===== src/rtl/sss_pkg.sv =====
package sss_pkg;
  typedef enum logic {
    BTN_UP   = 1'b0,
    BTN_HELD = 1'b1
  } btn_state_e;
endpackage


===== src/rtl/sss_sync.sv =====
module sss_sync #(
  parameter int STAGES = 2
) (
  input  logic clk,
  input  logic rst_n,
  input  logic d,
  output logic q
);
  logic [STAGES-1:0] chain;

  generate
    if (STAGES == 1) begin : g_single
      always_ff @(posedge clk or negedge rst_n) begin
        if (!rst_n) chain <= '0;
        else        chain <= d;
      end
    end else begin : g_multi
      always_ff @(posedge clk or negedge rst_n) begin
        if (!rst_n) chain <= '0;
        else        chain <= {chain[STAGES-2:0], d};
      end
    end
  endgenerate

  assign q = chain[STAGES-1];
endmodule


===== src/rtl/sss_toggle_fsm.sv =====
module sss_toggle_fsm
  import sss_pkg::*;
(
  input  logic clk,
  input  logic rst_n,
  input  logic btn,
  output logic run,
  output logic armed
);
  btn_state_e state;

  always_ff @(posedge clk or negedge rst_n) begin
    if (!rst_n) begin
      state <= BTN_UP;
      run   <= 1'b0;
    end else begin
      case (state)
        BTN_UP: begin
          if (btn) begin
            state <= BTN_HELD;
            run   <= ~run;
          end
        end
        BTN_HELD: begin
          if (!btn) state <= BTN_UP;
        end
        default: state <= BTN_UP;
      endcase
    end
  end

  assign armed = (state == BTN_UP);
endmodule


===== src/rtl/sss_tick_div.sv =====
module sss_tick_div #(
  parameter int DIV = 5000000,
  parameter int CW  = $clog2(DIV)
) (
  input  logic          clk,
  input  logic          rst_n,
  input  logic          run,
  output logic          tick,
  output logic [CW-1:0] cnt
);
  localparam logic [CW-1:0] LAST = CW'(DIV - 1);

  logic at_last;
  assign at_last = (cnt == LAST);
  assign tick    = run & at_last;

  always_ff @(posedge clk or negedge rst_n) begin
    if (!rst_n)                cnt <= '0;
    else if (!run || at_last)  cnt <= '0;
    else                       cnt <= cnt + 1'b1;
  end
endmodule


===== src/rtl/sss_shreg.sv =====
module sss_shreg #(
  parameter int WIDTH = 10
) (
  input  logic             clk,
  input  logic             rst_n,
  input  logic             shift_en,
  input  logic             din,
  output logic [WIDTH-1:0] q
);
  always_ff @(posedge clk or negedge rst_n) begin
    if (!rst_n)        q <= '0;
    else if (shift_en) q <= {q[WIDTH-2:0], din};
  end
endmodule


===== src/rtl/start_stop_shifter.sv =====
module start_stop_shifter #(
  parameter int WIDTH       = 10,
  parameter int TICK_DIV    = 5000000,
  parameter int SYNC_STAGES = 2
) (
  input  logic             clk,
  input  logic             rst_n,
  input  logic             btn_press,
  input  logic             ser_in,
  output logic [WIDTH-1:0] leds,
  output logic             running
);
  localparam int CNT_W = (TICK_DIV > 2) ? $clog2(TICK_DIV) : 1;

  logic             btn_s;
  logic             fsm_idle;
  logic             tick;
  logic [CNT_W-1:0] div_cnt;

  sss_sync #(.STAGES(SYNC_STAGES)) u_sync (
    .clk   (clk),
    .rst_n (rst_n),
    .d     (btn_press),
    .q     (btn_s)
  );

  sss_toggle_fsm u_fsm (
    .clk   (clk),
    .rst_n (rst_n),
    .btn   (btn_s),
    .run   (running),
    .armed (fsm_idle)
  );

  sss_tick_div #(.DIV(TICK_DIV), .CW(CNT_W)) u_div (
    .clk   (clk),
    .rst_n (rst_n),
    .run   (running),
    .tick  (tick),
    .cnt   (div_cnt)
  );

  sss_shreg #(.WIDTH(WIDTH)) u_sr (
    .clk      (clk),
    .rst_n    (rst_n),
    .shift_en (tick),
    .din      (ser_in),
    .q        (leds)
  );
endmodule


===== config.mk =====
export PLATFORM = sky130hd
export DESIGN_NAME = start_stop_shifter
export DESIGN_NICKNAME = d
export VERILOG_FILES = /design/src/rtl/sss_pkg.sv /design/src/rtl/sss_sync.sv /design/src/rtl/sss_toggle_fsm.sv /design/src/rtl/sss_tick_div.sv /design/src/rtl/sss_shreg.sv /design/src/rtl/start_stop_shifter.sv
export SDC_FILE = /design/constraint.sdc
export NUM_CORES = 1
export LEC_CHECK = 0
export BUFFER_PORTS_ARGS = -buffer_cell sky130_fd_sc_hd__buf_4
export CAP_MARGIN = 10
export CORE_MARGIN = 2
export CORE_UTILIZATION = 62
export DETAILED_ROUTE_END_ITERATION = 12
export PLACE_DENSITY = 0.81
export REMOVE_ABC_BUFFERS = 1
export SYNTH_ARGS = -nofsm -noshare
export SYNTH_HDL_FRONTEND = slang
export SYNTH_SLANG_ARGS = --single-unit

===== constraint.sdc =====
create_clock -name clk -period 4.15 [get_ports clk]
set_input_delay 0.2075 -clock clk [delete_from_list [all_inputs] [get_ports clk]]
set_output_delay 0.2075 -clock clk [all_outputs]
set_load 0.02 [all_outputs]

==> impl_metrics.tcl <==
set metrics [dict create \
    status "completed" \
    drt_pass1_iterations 4 \
    arrival_ns 2.36 \
    clk_pin_slew_ns 0.11 \
    cts_tree "yes" \
    insertion_delay_ns 0.34 \
    switchingPower_w 0.0002074 \
    antenna_found_initial 0 \
    finalMaxSlewViolations 0 \
    cts-htree-levels 2 \
    syn_to_final_growth_pct 12.74 \
    synth.distinct_cells 30 \
    postCtsSetupRepairBufs 0 \
    slowest_delay_ns 0.59 \
    io_pins 15 \
    cp.required_ns 4.43 \
    post-place-cells 189 \
    layout.nets 173 \
    ys_warn_count 0 \
    drtIter0Drc 60 \
    drive_gt1_share_pct 21.30 \
    critPathCaptureType "register" \
    syn_area_sq_um 1699 \
    crit_slowest_cell "or4_1" \
    grt_pass1_wl_mm 5.699 \
    powerDensity_nw_per_um2 397.4 \
    slew_headroom_pct 56.06 \
    fmax_mhz 481.1 \
    finalSetupTns_ns 0 \
    core_sq_um 2545 \
    vdd_drop_max_mv 0.3655 \
    hold_class "input port to register" \
    ys_seq_area_share_pct 54.49 \
    globalplace.congestion 0.8310 \
    sw_frac_of_total_pct 27.24 \
    synthTopCellsByArea "dfrtp_1 (54%), mux2_2 (6.0%), xor2_1 (4.6%)" \
    wire_per_inst_microns 15.96 \
    drcViolationCount 0 \
    grt_max_degree 38 \
    rows 18 \
    root_buffer "clkbuf_4" \
    cts.sinks 37 \
    fin_cells 199 \
    worstPathCellList "and4_1 -> nand4_1 -> or4_1 -> a21oi_1" \
    port_buffers 14 \
    die_w_microns 56.35 \
    p_seq_share_pct 51.9 \
    clockBufferDepth 2 \
    dr_total_vias 1217 \
    avgViaCountPerCell 6.116 \
    p_leak_nw 0.8843 \
    setup_viol 0 \
    synth_enable_flop_cells 0 \
    path_class "register to register" \
    synthCells 151 \
    async_flop_share_pct 100.0 \
    fin_crit_ns 2.079 \
    initial_core_util_pct 66.77 \
    die_h_microns 56.35 \
    critPathLaunchType "register" \
    synth.ff_latch_count 37 \
    ant_nets 0 \
    whs_ns 0.09672 \
    skew_ns 0.007787 \
    synth_top_area_share_pct 54.49 \
    fin_crit_sh_pct 50.09 \
    yosysTopAreaCell "dfrtp_1" \
    die-area_sq_um 3175 \
    tightest_slew_ns 0.6530 \
    antennaDiodeCount 0 \
    hold_viol 0 \
    grt_usage_pct 23.58 \
    p_int_w 0.0005539 \
    totalWireLength_mm 3.177 \
    clkPwrFrac_pct 34.5 \
    cts_buffers 5 \
    rsz0062_at_grt "no" \
    synth_area_per_cell_sq_um 11.25 \
    ys.flop_type "dfrtp_1" \
    cap_violations 0 \
    crit_fanout 11 \
    pwr-share-comb_pct 13.6 \
    grt.overflow.total 0 \
    grt_pass1_vias 1257 \
]
## per-layer routing
metal	up-vias	track usage, %	part of all wire, %
li1	584	-	-
met1	604	29.07	44
met2	22	38.82	51
met3	7	7.143	3.7
met4	0	9.184	1.7
met5	-	0	0
## worst paths after layout
kind / from / endpoint / slack [ns] / cells past startpoint
setup / recovery: u_div.cnt[2]$_DFF_PN0_ / u_div.cnt[22]$_DFF_PN0_ / 2.07 / 4
hold / removal: ser_in / u_sr.q[0]$_DFFE_PN0P_ / 0.1 / 2
hold reg to reg: u_sync.chain[0]$_DFF_PN0_ / u_sync.chain[1]$_DFF_PN0_ / 0.36 / 0
setup reg to reg: u_div.cnt[2]$_DFF_PN0_ / u_div.cnt[22]$_DFF_PN0_ / 2.07 / 4
min in group asynchronous: rst_n / u_div.cnt[12]$_DFF_PN0_ / 0.34 / 2
max in group asynchronous: rst_n / u_sync.chain[1]$_DFF_PN0_ / 3.48 / 2
## timing repair
| action | 4_1_cts | 5_1_grt |
|---|---|---|
| hold buffers | 2 | 0 |
| hold endpoints to repair | 38 | 0 |
| gates resized for setup | 0 | 0 |
## synthesized netlist by cell type, types with 3 or more instances
| cell | number |
|---|---|
| a21oi_1 | 10 |
| and3_1 | 4 |
| and4_1 | 5 |
| buf_2 | 4 |
| dfrtp_1 | 37 |
| inv_1 | 3 |
| mux2_2 | 9 |
| nand2_1 | 7 |
| nand3_1 | 7 |
| nand4_1 | 6 |
| nor2_1 | 14 |
| o21ai_0 | 4 |
| o31ai_1 | 6 |
| or3_1 | 4 |
| or4_1 | 6 |
| xnor2_1 | 3 |
| xor2_1 | 9 |
## cells by family (layout without fill, tap and decap cells)
| logic type | count (synthesis) | count (layout) | synth area share [%] |
|---|---|---|---|
| XOR/XNOR | 12 | 12 | 6.186 |
| AND/OR/NAND/NOR | 61 | 61 | 21.72 |
| multiplexers | 10 | 10 | 6.848 |
| flip-flops | 37 | 37 | 54.49 |
| buffers and inverters | 9 | 27 | 2.724 |
| adder cells (fa/ha/maj) | 1 | 1 | 0.7363 |
| AO/OA/AOI/OAI | 21 | 21 | 7.290 |
## power by group through the flow
stage                     registers [W]   logic, W  clock network (W)
final                          0.000395   0.000104           0.000262
after global routing           0.000399   0.000118           0.000281
after CTS                      0.000395   0.000106           0.000268
after detailed placement       0.000402   0.000104                  0
after global placement         0.000401  0.0000994                  0
after floorplan                0.000406  0.0000606                  0
## final cells by class
type | count | area [sq um]
sequential | 37 | 925.9
multi-input combinational | 105 | 726.9
fill | 172 | 629.4
timing repair buffer | 16 | 125.1
clock buffer | 6 | 51.30
clock inverter | 2 | 37.54
tap | 30 | 37.54
inverter | 3 | 11.26
## state kept, by name, summed over array words and instances, names as in the netlist
signal        count
u_sync.chain      2
u_sr.q           10
u_fsm.state       1
u_fsm.run         1
u_div.cnt        23
## metrics by stage
stage | total power, W | setup WS (ns) | utilization (%) | cell area [sq um]
final | 0.0007612 | 2.071 | 75.27 | 1916
after global placement | 0.0005000 | 2.242 | 70.99 | 1807
after floorplan | 0.0004671 | 2.367 | - | 1664
after CTS | 0.0007684 | 2.100 | 75.27 | 1916
after detailed placement | 0.0005062 | 2.108 | 70.99 | 1807
after global routing | 0.0007982 | 1.917 | 75.27 | 1916
## critical path, delay by kind of cell (launching register included)
family / cells / cell delay [ns]
and+or+nand+nor: 3 / 1.43
DFF: 1 / 0.43
AOI/OAI and AO/OA: 1 / 0.15
## placed cells by master (no fill, tap or decap), types with 2 or more instances in the layout
master and n:
and3_1 4, or3_1 4, clkbuf_4 5, nor2_1 14
dfrtp_1 37, mux2_2 9, buf_4 14, xnor2_1 3
nand4_1 6, xor2_1 9, o31ai_1 6, and4_1 5
nand3_1 7, a21oi_1 10, inv_1 3, o21ai_0 4
or4_1 6, nand2_1 7, dlygate4sd3_1 2
No activity file was read; power rests on OpenSTA's default activity.
